==> src/rtl/hs2_pkg.sv <==
package hs2_pkg;
  typedef enum logic [1:0] {
    CODE_READY = 2'b00,
    CODE_ACK   = 2'b01,
    CODE_D0    = 2'b10,
    CODE_D1    = 2'b11
  } code_e;

  typedef enum logic [1:0] {
    TX_IDLE,
    TX_START,
    TX_WAIT
  } tx_state_e;
endpackage

==> src/rtl/hs2_chan.sv <==
module hs2_chan
  import hs2_pkg::*;
(
  input  logic        clk_i,
  input  logic        rst_ni,
  input  logic        tx_we_i,
  input  logic [1:0]  tx_code_i,
  input  logic        rx_we_i,
  output logic [1:0]  chan_o
);
  // sender write wins a same-cycle collision; receiver retries next cycle
  always_ff @(posedge clk_i or negedge rst_ni) begin
    if (!rst_ni)      chan_o <= CODE_READY;
    else if (tx_we_i) chan_o <= tx_code_i;
    else if (rx_we_i) chan_o <= CODE_ACK;
  end
endmodule

==> src/rtl/hs2_tx.sv <==
module hs2_tx
  import hs2_pkg::*;
#(
  parameter int FRAME_W = 8,
  parameter int TIMEOUT = 32
) (
  input  logic               clk_i,
  input  logic               rst_ni,
  input  logic [FRAME_W-1:0] data_i,
  input  logic               valid_i,
  output logic               ready_o,
  input  logic [1:0]         chan_i,
  output logic               we_o,
  output logic [1:0]         code_o,
  output logic               err_o
);
  localparam int CNT_W = $clog2(FRAME_W + 1);
  localparam int TO_W  = $clog2(TIMEOUT + 1);
  localparam logic [TO_W-1:0] TO_LAST = TO_W'(TIMEOUT - 1);

  tx_state_e          state_q;
  logic [FRAME_W-1:0] sh_q;
  logic [CNT_W-1:0]   left_q;
  logic [TO_W-1:0]    tmr_q;
  logic               acked, expire;

  assign acked   = (chan_i == CODE_ACK);
  assign expire  = (state_q == TX_WAIT) && !acked && (tmr_q == TO_LAST);
  assign ready_o = (state_q == TX_IDLE);

  always_comb begin
    we_o   = 1'b0;
    code_o = CODE_READY;
    unique case (state_q)
      TX_START: we_o = 1'b1;
      TX_WAIT: begin
        if (acked) begin
          we_o   = 1'b1;
          code_o = (left_q == '0) ? CODE_READY : {1'b1, sh_q[FRAME_W-1]};
        end else if (expire) begin
          we_o = 1'b1;
        end
      end
      default: ;
    endcase
  end

  always_ff @(posedge clk_i or negedge rst_ni) begin
    if (!rst_ni) begin
      state_q <= TX_IDLE;
      sh_q    <= '0;
      left_q  <= '0;
      tmr_q   <= '0;
      err_o   <= 1'b0;
    end else begin
      err_o <= expire;
      unique case (state_q)
        TX_IDLE: if (valid_i) begin
          sh_q    <= data_i;
          left_q  <= CNT_W'(FRAME_W);
          state_q <= TX_START;
        end
        TX_START: begin
          tmr_q   <= '0;
          state_q <= TX_WAIT;
        end
        TX_WAIT: begin
          if (acked) begin
            tmr_q <= '0;
            if (left_q == '0) state_q <= TX_IDLE;
            else begin
              sh_q   <= sh_q << 1;
              left_q <= left_q - 1'b1;
            end
          end else if (expire) begin
            state_q <= TX_IDLE;
          end else begin
            tmr_q <= tmr_q + 1'b1;
          end
        end
        default: state_q <= TX_IDLE;
      endcase
    end
  end
endmodule

==> src/rtl/hs2_rx.sv <==
module hs2_rx
  import hs2_pkg::*;
#(
  parameter int FRAME_W = 8
) (
  input  logic               clk_i,
  input  logic               rst_ni,
  input  logic               hold_i,
  input  logic [1:0]         chan_i,
  output logic               we_o,
  output logic [FRAME_W-1:0] data_o,
  output logic               valid_o
);
  localparam int CNT_W = $clog2(FRAME_W + 1);
  localparam logic [CNT_W-1:0] CNT_MAX = CNT_W'(FRAME_W);

  logic [FRAME_W-1:0] sh_q;
  logic [CNT_W-1:0]   cnt_q;

  // answer every non-acknowledge value unless stalled
  assign we_o = !hold_i && (chan_i != CODE_ACK);

  always_ff @(posedge clk_i or negedge rst_ni) begin
    if (!rst_ni) begin
      sh_q    <= '0;
      cnt_q   <= '0;
      data_o  <= '0;
      valid_o <= 1'b0;
    end else begin
      valid_o <= 1'b0;
      if (we_o) begin
        if (chan_i[1]) begin
          sh_q <= (sh_q << 1) | FRAME_W'(chan_i[0]);
          if (cnt_q != CNT_MAX) cnt_q <= cnt_q + 1'b1;
        end else begin
          if (cnt_q != '0) begin
            data_o  <= sh_q;
            valid_o <= 1'b1;
          end
          cnt_q <= '0;
        end
      end
    end
  end
endmodule

==> src/rtl/hs2_link.sv <==
module hs2_link
  import hs2_pkg::*;
#(
  parameter int FRAME_W = 8,
  parameter int TIMEOUT = 32
) (
  input  logic               clk_i,
  input  logic               rst_ni,
  input  logic [FRAME_W-1:0] tx_data_i,
  input  logic               tx_valid_i,
  output logic               tx_ready_o,
  input  logic               rx_hold_i,
  output logic [FRAME_W-1:0] rx_data_o,
  output logic               rx_valid_o,
  output logic               tx_err_o,
  output logic [1:0]         chan_o
);
  logic       tx_we, rx_we;
  logic [1:0] tx_code;

  hs2_tx #(.FRAME_W(FRAME_W), .TIMEOUT(TIMEOUT)) u_tx (
    .clk_i   (clk_i),
    .rst_ni  (rst_ni),
    .data_i  (tx_data_i),
    .valid_i (tx_valid_i),
    .ready_o (tx_ready_o),
    .chan_i  (chan_o),
    .we_o    (tx_we),
    .code_o  (tx_code),
    .err_o   (tx_err_o)
  );

  hs2_rx #(.FRAME_W(FRAME_W)) u_rx (
    .clk_i   (clk_i),
    .rst_ni  (rst_ni),
    .hold_i  (rx_hold_i),
    .chan_i  (chan_o),
    .we_o    (rx_we),
    .data_o  (rx_data_o),
    .valid_o (rx_valid_o)
  );

  hs2_chan u_chan (
    .clk_i     (clk_i),
    .rst_ni    (rst_ni),
    .tx_we_i   (tx_we),
    .tx_code_i (tx_code),
    .rx_we_i   (rx_we),
    .chan_o    (chan_o)
  );
endmodule

==> config.mk <==
export PLATFORM = sky130hd
export DESIGN_NAME = hs2_link
export DESIGN_NICKNAME = d
export VERILOG_FILES = /design/src/rtl/hs2_pkg.sv /design/src/rtl/hs2_chan.sv /design/src/rtl/hs2_tx.sv /design/src/rtl/hs2_rx.sv /design/src/rtl/hs2_link.sv
export SDC_FILE = /design/constraint.sdc
export NUM_CORES = 1
export LEC_CHECK = 0
export BUFFER_PORTS_ARGS = -buffer_cell sky130_fd_sc_hd__buf_4
export CAP_MARGIN = 20
export CORE_UTILIZATION = 40
export DETAILED_ROUTE_END_ITERATION = 8
export PLACE_DENSITY_LB_ADDON = 0.25
export SYNTH_ARGS = -nofsm -noshare
export SYNTH_HDL_FRONTEND = slang
export SYNTH_SLANG_ARGS = --single-unit
==> constraint.sdc <==
create_clock -name clk_i -period 3.9 [get_ports clk_i]
set_input_delay 0.195 -clock clk_i [delete_from_list [all_inputs] [get_ports clk_i]]
set_output_delay 0.195 -clock clk_i [all_outputs]
set_load 0.05 [all_outputs]
==> impl_metrics.csv, run 1 <==
group,metric,value,unit
drt,wire_per_inst,13.72,um
finish,antenna_cells,0,
synthesis,yosys.area.top_type,"dfrtp_1",
die,rows,26,
flow_run,max_cap_viol_count,0,
critical_path,path_cells,"inv_1, ha_1, and3_1, o21ai_0, a211o_2",
drt,drt_iter0_drc,96,
clock_network,cts-htree-levels,2,
critical_path,crit_family,"adder cells",
timing,min_period,2.224,ns
synthesis,syn_area,2182,sq um
finish,final_cell_count_no_fill,289,
drt,dr.pass1.iters,5,
global_routing,grt_max_degree,45,
timing,rsz0062_at_grt,"no",
synthesis,synth_warnings,0,
critical_path,end_kind,"flop",
timing,timing.final.crit_share,57.03,%
critical_path,cpPeakStageDelay,0.63,ns
clock_network,cts_tree,"done",
synthesis,synthDistinctLibCells,41,
pwr,p_leak,0.001221,uW
hold_path,hold_path_class,"input port to flop",
synthesis,ys.flop_type,"dfrtp_1",
global_routing,antenna_found_initial,0,
global_routing,grt_usage,15.77,%
clock_network,clockRootBuffer,"clkbuf_8",
clock_network,numCtsBuffers,5,
die,start_util,42.19,%
placement,gp_congestion,0.7135,
timing,worst_pin_slew,0.7173,ns
finish,syn_to_final_growth,16.69,%
timing,slew-limit-headroom,52.18,%
run_status,status,"finished clean",
timing,tns,0,ns
die,dieWidth,75.86,um
drt,vias,1498,
synthesis,synth-async-reset-ratio,100.0,%
critical_path,worst-path-max-fanout,20,
finish,drive_above_1_share,30.59,%
critical_path,cp_data_arrival_time,2.41,ns
global_routing,grt_pass1_vias,1476,
drt,drc,0,
global_routing,grt.overflow.total,0,
timing,fmax,449.6,MHz
synthesis,synth_seq_area_share,50.46,%
die,io-pin-count,25,
synthesis,synth_edf_count,0,
timing,maxSlewViolCount,0,
clock_network,cts_buffer_depth,2,
pwr,powerDensity,675.8,nW/um^2
die,dieArea,5755,sq um
clock_network,clkLatencyLatePin,0.30,ns
drt,finalWirelength,3.966,mm
placement,dp_cells,280,
synthesis,yosysTopAreaCellShare,50.46,%
placement,dp_hpwl,2.721,mm
critical_path,crit_buf_inv,1,
synthesis,synth.ff_latch_count,44,
die,coreArea,5172,sq um
clock_network,clk_pin_slew,0.09,ns
drt,post_drt_via_cell_ratio,5.183,
finish,finish.net_count,238,
clock_network,cts_sinks,44,
pwr,vdd_drop_max,297.0,uV
timing,setup_viol,0,
placement,io_buffer_count,24,
critical_path,crit_type,"flop to flop",
synthesis,post_synth.cell_area_avg,11.31,sq um
die,die_h,75.86,um
timing,finalHoldViolCount,0,
global_routing,grt_pass1_wl,6.713,mm
critical_path,start_kind,"flop",
synthesis,syn-num-nets,213,
synthesis,synthCells,193,
clock_network,cts_post_setup_buffers_inserted,0,
drt,ant_nets,0,
clock_network,post_cts_resized,0,
critical_path,worstPathRequired,4.09,ns
synthesis,synth.most_common_cell,"dfrtp_1",
timing,worst_clock_skew,0.003693,ns
synthesis,synthTopCellsByCount,"44 x dfrtp_1, 31 x mux2_2, 13 x inv_1",
critical_path,slowest_stage,"ha_1",
synthesis,synth.area.top_cells,"dfrtp_1 50%, mux2_2 16%, ha_1 4.6%, o21ai_0 2.8%, inv_1 2.2%",
metal layers:
| layer | global-route usage [%] | share of wire [%] | up-vias |
|---|---|---|---|
| met5 | 0 | 0 | - |
| met4 | 6.584 | 1.1 | 0 |
| met3 | 3.968 | 2.3 | 4 |
| met2 | 24.98 | 47 | 10 |
| met1 | 20.59 | 49 | 744 |
| li1 | - | - | 740 |
cells in the final DEF (no fill, tap or decap), types with 2 or more instances in the layout:
| cell type | count |
|---|---|
| a211o_1 | 2 |
| a21oi_1 | 9 |
| a22oi_1 | 2 |
| and3_1 | 4 |
| buf_4 | 24 |
| clkbuf_8 | 6 |
| dfrtp_1 | 44 |
| ha_1 | 8 |
| inv_1 | 13 |
| mux2_2 | 31 |
| mux2i_1 | 2 |
| nand2_1 | 11 |
| nand2b_1 | 3 |
| nand3_1 | 6 |
| nand4_1 | 3 |
| nor2_1 | 5 |
| nor2b_1 | 4 |
| nor3_1 | 5 |
| nor3b_1 | 2 |
| o21ai_0 | 12 |
registers in the layout (all words and copies together) (netlist names):
register and count:
u_tx.left_q 4, u_rx.sh_q 8, u_rx.data_o 8, u_tx.state_q 2, u_tx.err_o 1, u_tx.tmr_q 6, u_chan.chan_o 2, u_tx.sh_q 8
u_rx.valid_o 1, u_rx.cnt_q 4
layout make-up:
class                      instances  area, sq um
clock buffer                       6        82.58
fill                             474         2626
sequential                        44         1101
tap                               70        87.58
multi-input combinational        129        997.2
clock inverter                     2        38.79
inverter                          13        48.80
timing repair buffer              25        190.2
per-stage QoR:
stage	setup WS, ns	cell area [sq um]	hold slack (ns)	util (%)	power [uW]
after floorplan	1.934	2182	-0.1006	-	1204
after global routing	1.493	2546	0.2234	49.23	1848
final	1.676	2546	0.2092	49.23	1721
after global placement	1.757	2415	0.2297	46.69	1352
after CTS	1.661	2546	0.2084	49.23	1736
after detailed placement	1.670	2415	0.2303	46.69	1360
worst register-to-register path, delay by kind of cell (launching register included):
| kind | cells | cell delay (ns) |
|---|---|---|
| buffers and inverters | 1 | 0.09 |
| AOI/OAI and AO/OA | 2 | 0.59 |
| DFF | 1 | 0.40 |
| and+or+nand+nor | 1 | 0.42 |
| adders and majority gates | 1 | 0.63 |
what timing repair did:
action	CTS	global route
hold buffers	1	0
hold endpoints to repair	44	0
endpoints found under the setup margin	0	0
worst paths after layout:
path / start / end / slack, ns / cells after the start
hold / removal: rx_hold_i / u_chan.chan_o[1]$_DFFE_PN0P_ / 0.21 / 3
min in group asynchronous: rst_ni / u_tx.sh_q[4]$_DFFE_PN0P_ / 0.42 / 2
setup / recovery: u_tx.state_q[0]$_DFFE_PN0P_ / u_tx.left_q[2]$_DFFE_PN0P_ / 1.68 / 5
max in group asynchronous: rst_ni / u_tx.tmr_q[0]$_DFFE_PN0P_ / 3.10 / 2
setup reg to reg: u_tx.state_q[0]$_DFFE_PN0P_ / u_tx.left_q[2]$_DFFE_PN0P_ / 1.68 / 5
hold reg to reg: u_tx.sh_q[4]$_DFFE_PN0P_ / u_tx.sh_q[4]$_DFFE_PN0P_ / 0.51 / 1
where the power goes:
part	leakage [uW]	total (uW)	internal, uW	switching, uW
registers	0.000580	653	570	83.9
clock network	0.0000614	374	210	164
logic	0.000579	693	308	385
cells by family (layout without fill, tap and decap cells):
logic type / after synthesis / in the layout / share of synthesized area [%]
AND/OR/NAND/NOR: 50 / 50 / 12.56
flip-flops: 44 / 44 / 50.46
AO/OA/AOI/OAI: 38 / 38 / 11.64
multiplexers: 33 / 33 / 16.91
buffers and inverters: 20 / 46 / 3.842
adder cells (fa/ha/maj): 8 / 8 / 4.587
Note: power is estimated with default switching activity, not from simulation.
==> run 2, diff against run 1 <==
--- a/config.mk
+++ b/config.mk
@@ -5,6 +5,7 @@
 export SDC_FILE = /design/constraint.sdc
 export NUM_CORES = 1
 export LEC_CHECK = 0
+export ABC_AREA = 1
 export BUFFER_PORTS_ARGS = -buffer_cell sky130_fd_sc_hd__buf_4
 export CAP_MARGIN = 20
 export CORE_UTILIZATION = 40
==> constraint.sdc (replaced) <==
create_clock -name clk_i -period 1.9 [get_ports clk_i]
set_input_delay 0.095 -clock clk_i [delete_from_list [all_inputs] [get_ports clk_i]]
set_output_delay 0.095 -clock clk_i [all_outputs]
set_load 0.05 [all_outputs]
==> impl_metrics.csv, run 2 <==
group,metric,value,unit
synthesis,synth-async-reset-ratio,100.0,%
global_routing,grt_pass1_vias,1551,
pwr,intPower,2242,uW
synthesis,syn_area,2200,sq um
finish,finish.net_count,310,
pwr,p_switching,1797,uW
synthesis,synthCells,262,
finish,antenna_cells,0,
critical_path,worst-path-max-fanout,4,
global_routing,grt.overflow.total,0,
pwr,p_total,4039,uW
hold_path,worst_hold_path.num_cells,3,
critical_path,rr_endpoint,"u_chan.chan_o[0]$_DFFE_PN0P_",
synthesis,yosysTopAreaCellShare,50.06,%
global_routing,grt_pass1_wl,7.086,mm
clock_network,clockRootBuffer,"clkbuf_8",
timing,finalHoldViolCount,0,
die,dieWidth,76.16,um
finish,final_common_cell,"nand2_1",
timing,setup_viol,0,
finish,final_cell_count_no_fill,361,
drt,finalWirelength,3.822,mm
pwr,vdd_drop_max,767.9,uV
clock_network,cts_post_setup_buffers_inserted,0,
synthesis,synth.most_common_cell,"nand2_1",
timing,timing.final.crit_share,85.84,%
drt,dr.pass1.iters,6,
synthesis,synth.area.top_cells,"dfrtp_1 50%, nand2_1 13%, inv_1 6.1%, o21ai_0 6.1%, ha_1 4.6%",
pwr,p_leak,0.001321,uW
finish,syn_to_final_growth,16.15,%
clock_network,cts-htree-levels,2,
die,rows,26,
finish,reg_top3,"u_rx.data_o (8), u_rx.sh_q (8), u_tx.sh_q (8)",
placement,dp_hpwl,2.725,mm
placement,dp_cells,352,
global_routing,grt_usage,15.31,%
hold_path,min_from,"tx_valid_i",
hold_path,hold-path-endpoint,"u_tx.state_q[0]$_DFFE_PN0P_",
drt,post_drt_via_cell_ratio,4.590,
timing,timing.hold.ws,0.06941,ns
critical_path,worstPathRequired,2.09,ns
pwr,seqPwrFrac,36.0,%
clock_network,numCtsBuffers,5,
timing,worst_clock_skew,0.003116,ns
finish,final_cell_mix,"76 x nand2_1, 44 x dfrtp_1, 36 x inv_1, 27 x o21ai_0, 26 x buf_4",
drt,vias,1657,
clock_network,cts_tree,"done",
synthesis,synth_warnings,0,
synthesis,yosys.area.top_type,"dfrtp_1",
critical_path,end_kind,"flop",
flow_run,max_cap_viol_count,0,
drt,drt_iter0_drc,49,
timing,fmax,613.1,MHz
synthesis,synth.ff_latch_count,44,
synthesis,synthDistinctLibCells,24,
finish,drive_above_1_share,18.56,%
global_routing,antenna_found_initial,0,
placement,placed_cell_area,2429,sq um
die,dieArea,5800,sq um
synthesis,synth_seq_area_share,50.06,%
die,start_util,42.26,%
timing,min_period,1.631,ns
drt,drc,0,
drt,ant_nets,0,
placement,gp_congestion,0.7463,
clock_network,cts_buffer_depth,2,
critical_path,cp_data_arrival_time,1.82,ns
global_routing,grt_max_degree,45,
critical_path,timing.rr.start,"u_tx.state_q[0]$_DFFE_PN0P_",
synthesis,syn-num-nets,282,
die,coreArea,5205,sq um
clock_network,cts_sinks,44,
timing,rsz0062_at_grt,"no",
finish,fin_area,2555,sq um
synthesis,synthTopCellsByCount,"76 x nand2_1, 44 x dfrtp_1, 36 x inv_1",
clock_network,clk_pin_slew,0.08,ns
placement,io_buffer_count,24,
run_status,status,"finished clean",
critical_path,crit_type,"flop to flop",
die,io-pin-count,25,
timing,maxSlewViolCount,0,
clock_network,post_cts_resized,0,
pwr,power_frac_comb,46.0,%
timing,tns,0,ns
timing,slew-limit-headroom,61.45,%
synthesis,synth_edf_count,0,
critical_path,start_kind,"flop",
synthesis,ys.flop_type,"dfrtp_1",
synthesis,post_synth.cell_area_avg,8.395,sq um
drt,wire_per_inst,10.59,um
critical_path,reg2regPathDepth,9,
timing,worst_pin_slew,0.5776,ns
pwr,p_clk_share,18.0,%
pwr,switching_share,44.50,%
die,die_h,76.16,um
pwr,powerDensity,1581,nW/um^2
clock_network,clkLatencyLatePin,0.30,ns
critical_path,r2r_slack,0.27,ns
hold_path,hold_path_class,"input port to flop",
## run 2: layout make-up
type	instances	area, sq um
inverter	40	155.1
fill	505	2650
timing repair buffer	27	205.2
clock buffer	5	68.82
tap	70	87.58
sequential	44	1101
clock inverter	3	47.55
multi-input combinational	172	889.6
## run 2: worst max-delay path, stage by stage (launching register included)
cell	delay (ns)
dfrtp_1	0.40
inv_1	0.09
ha_1	0.22
inv_2	0.05
a21oi_1	0.25
nand2_1	0.16
nand2_1	0.12
nand2_1	0.09
nand3_1	0.09
nand2_1	0.06
## run 2: power groups by stage
| stage | registers [uW] | clock network [uW] | logic, uW |
|---|---|---|---|
| after floorplan | 1770 | 0 | 1180 |
| after global placement | 1470 | 0 | 1840 |
| after detailed placement | 1480 | 0 | 1870 |
| after CTS | 1450 | 753 | 1880 |
| after global routing | 1500 | 790 | 2110 |
| final | 1450 | 725 | 1860 |
## run 2: cell families (layout without fill, tap and decap cells)
group / count (synthesis) / after routing / synth area share, %
AO/OA/AOI/OAI: 42 / 42 / 11.09
XOR/XNOR: 3 / 3 / 1.195
adder cells (fa/ha/maj): 8 / 8 / 4.551
buffers and inverters: 46 / 75 / 9.499
flip-flops: 44 / 44 / 50.06
AND/OR/NAND/NOR: 119 / 119 / 23.61
## run 2: worst max-delay path by stage
stage | slack (ns) | endpoint | startpoint
final | 0.27 | u_chan.chan_o[0]$_DFFE_PN0P_ | u_tx.state_q[0]$_DFFE_PN0P_
after global routing | 0.08 | u_tx.tmr_q[0]$_DFFE_PN0P_ | u_tx.state_q[0]$_DFFE_PN0P_
after CTS | 0.25 | u_chan.chan_o[0]$_DFFE_PN0P_ | u_tx.state_q[0]$_DFFE_PN0P_
after detailed placement | 0.27 | u_chan.chan_o[0]$_DFFE_PN0P_ | u_tx.state_q[0]$_DFFE_PN0P_
after global placement | 0.34 | u_chan.chan_o[0]$_DFFE_PN0P_ | u_tx.state_q[0]$_DFFE_PN0P_
after floorplan | 0.18 | u_tx.left_q[3]$_DFFE_PN0P_ | u_tx.state_q[0]$_DFFE_PN0P_
## run 2: through the flow
step | setup slack, ns | utilization, %
finish | 0.2690 | 49.09
global route | 0.08315 | 49.09
CTS | 0.2541 | 49.09
detailed placement | 0.2738 | 46.66
global placement | 0.3414 | 46.66
floorplan | 0.1839 | -
## run 2: routing by layer
| layer | track usage, % | up-vias | routed length (um) |
|---|---|---|---|
| met5 | 0 | - | 0 |
| met4 | 5.769 | 0 | 63 |
| met3 | 3.353 | 5 | 146 |
| met2 | 23.73 | 24 | 1692 |
| met1 | 21.02 | 737 | 1920 |
| li1 | - | 891 | - |
## run 2: timing repair
item | CTS | global route
hold buffers | 1 | 0
endpoints found under the hold margin | 44 | 0
setup endpoints to repair | 0 | 0
==> run 3, diff against run 2 <==
--- a/config.mk
+++ b/config.mk
@@ -5,9 +5,12 @@
 export SDC_FILE = /design/constraint.sdc
 export NUM_CORES = 1
 export LEC_CHECK = 0
-export ABC_AREA = 1
+export ABC_AREA = 0
 export BUFFER_PORTS_ARGS = -buffer_cell sky130_fd_sc_hd__buf_4
 export CAP_MARGIN = 20
+export CELL_PAD_IN_SITES_DETAIL_PLACEMENT = 1
+export CELL_PAD_IN_SITES_GLOBAL_PLACEMENT = 1
+export CORE_MARGIN = 5
 export CORE_UTILIZATION = 40
 export DETAILED_ROUTE_END_ITERATION = 8
 export PLACE_DENSITY_LB_ADDON = 0.25
==> impl_metrics.csv, run 3 (synthesis gave the netlist of run 1 again) <==
group,metric,value,unit
finish,final_cell_mix,"48 x buf_4, 43 x dfrtp_1, 24 x mux2_2",
pwr,p_switching,1500,uW
timing,timing.final.crit_share,100.2,%
pwr,seqPwrFrac,32.6,%
global_routing,grt.overflow.total,0,
global_routing,grt_pass1_wl,8.735,mm
die,dieArea,7033,sq um
finish,reg_top3,"u_rx.data_o (8), u_rx.sh_q (8), u_tx.sh_q (8)",
critical_path,cp.depth,7,
pwr,p_clk_share,18.2,%
run_status,violations,"negative setup slack",
critical_path,end_kind,"flop",
clock_network,numCtsBuffers,5,
finish,antenna_cells,0,
drt,ant_nets,0,
die,rows,26,
die,die_h,83.86,um
placement,io_buffer_count,24,
timing,worst_clock_skew,0.01420,ns
placement,dp_slack,-0.1406,ns
clock_network,clkLatencyLatePin,0.30,ns
critical_path,crit_type,"flop to flop",
drt,dr.pass1.iters,3,
clock_network,cts_sinks,44,
critical_path,worstPathRequired,2.08,ns
timing,fmax,525.4,MHz
drt,vias,1671,
critical_path,start_kind,"flop",
finish,drive_above_1_share,40.57,%
timing,setup_viol,3,
critical_path,endpoint,"u_tx.sh_q[6]$_DFFE_PN0P_",
die,start_util,41.92,%
critical_path,worstSetupStartpoint,"u_tx.left_q[0]$_DFFE_PN0P_",
drt,drc,0,
critical_path,path_cells,"inv_2, ha_4, or3b_4, and3_4, o21ai_4, buf_12, mux2_4",
critical_path,reg2regPathDepth,7,
critical_path,worst-path-max-fanout,7,
pwr,p_leak,0.001372,uW
critical_path,crit_buf_inv,2,
critical_path,rr_endpoint,"u_tx.sh_q[6]$_DFFE_PN0P_",
drt,drt_iter0_drc,69,
clock_network,cts-htree-levels,2,
flow_run,max_cap_viol_count,0,
drt,finalWirelength,5.205,mm
global_routing,antenna_found_initial,0,
clock_network,cts_buffer_depth,2,
finish,finish.net_count,263,
finish,final_common_cell,"buf_4",
pwr,p_total,4087,uW
pwr,switching_share,36.70,%
critical_path,crit_family,"simple AND/OR/NAND/NOR gates",
timing,timing.hold.ws,0.1029,ns
timing,worst_pin_slew,0.5569,ns
finish,fin_util,53.61,%
timing,finalHoldViolCount,0,
critical_path,cpPeakStageDelay,0.40,ns
timing,setup_slack,-0.003353,ns
timing,maxSlewViolCount,0,
drt,wire_per_inst,16.58,um
pwr,vdd_drop_max,714.5,uV
clock_network,clockRootBuffer,"clkbuf_8",
pwr,powerDensity,1465,nW/um^2
clock_network,cts_tree,"done",
clock_network,clk_pin_slew,0.09,ns
pwr,intPower,2587,uW
finish,syn_to_final_growth,27.87,%
timing,tns,-0.005431,ns
critical_path,slowest_stage,"dfrtp_1",
critical_path,cp_data_arrival_time,2.08,ns
critical_path,timing.rr.start,"u_tx.left_q[0]$_DFFE_PN0P_",
timing,slew-limit-headroom,62.87,%
pwr,power_frac_comb,49.2,%
die,dieWidth,83.86,um
die,io-pin-count,25,
global_routing,grt_pass1_vias,1836,
critical_path,r2r_slack,-0.003,ns
placement,dp_hpwl,3.686,mm
run_status,status,"finished with violations",
drt,post_drt_via_cell_ratio,5.322,
die,coreArea,5205,sq um
timing,min_period,1.903,ns
global_routing,grt_max_degree,45,
global_routing,grt_usage,15.19,%
timing,rsz0062_at_grt,"yes",
hold_path,hold_path_class,"input port to flop",
placement,gp_congestion,0.8095,
==> run 3: changes by cell type in the layout (fill, tap and decap cells not counted), sizes merged, moves of 6 or more <==
cell	change
buf	+23
nand2	-68
mux2	+31
inv	-26
a21oi	+6
nand3	-14
nor2	-6
o21ai	-26
==> run 3: worst register-to-register path, delay by kind of cell, from the launching register on <==
family                   cells  cell delay (ns)
AND/OR/NAND/NOR              2             0.58
adder cells (fa/ha/maj)      1             0.13
flip-flops                   1             0.40
AO/OA/AOI/OAI                1             0.14
buffers and inverters        2             0.24
multiplexers                 1             0.30
==> run 3: what timing repair did <==
item	CTS	global route
buffers inserted	6	1
hold buffers	1	0
gates resized for setup	15	3
endpoints found under the hold margin	44	0
pin swaps	2	2
endpoints found under the setup margin	8	16
==> run 3: power groups by stage <==
stage | sequential (uW) | clock [uW] | combinational, uW
after floorplan | 1420 | 0 | 1060
after global placement | 1320 | 0 | 1620
after detailed placement | 1340 | 0 | 1720
after CTS | 1330 | 757 | 2000
after global routing | 1370 | 811 | 2170
final | 1330 | 743 | 2010
==> run 3: area by class of cell <==
cell class              instances  area (sq um)
clock buffers                   5         68.82
clock inverters                 3         46.29
fillers                       572          2415
inverters                      13         48.80
multi-input cells             129          1046
flip-flops and latches         44          1102
well taps                      70         87.58
repair buffers                 50         390.4
==> run 3: worst min-delay path by stage <==
stage,slack [ns],cells after the start,to,start
6_report,0.10,3,u_chan.chan_o[1]$_DFFE_PN0P_,rx_hold_i
5_1_grt,0.12,3,u_chan.chan_o[1]$_DFFE_PN0P_,rx_hold_i
4_1_cts,0.09,3,u_chan.chan_o[1]$_DFFE_PN0P_,rx_hold_i
3_5_place_dp,0.12,1,u_tx.sh_q[4]$_DFFE_PN0P_,rst_ni
3_3_place_gp,0.12,1,u_tx.sh_q[3]$_DFFE_PN0P_,rst_ni
2_1_floorplan,-0.20,0,u_chan.chan_o[0]$_DFFE_PN0P_,rst_ni
==> run 3: per-layer routing <==
layer	global-route usage [%]	wire (um)
met4	3.216	84
met1	18.14	2261
met2	27.98	2710
met5	0	0
met3	3.060	149
==> run 3: through the flow <==
step | cell area [sq um] | std cells
2_1_floorplan | 2182 | 193
3_3_place_gp | 2550 | 298
3_5_place_dp | 2550 | 298
4_1_cts | 2781 | 313
5_1_grt | 2790 | 314
6_report | 2790 | 314
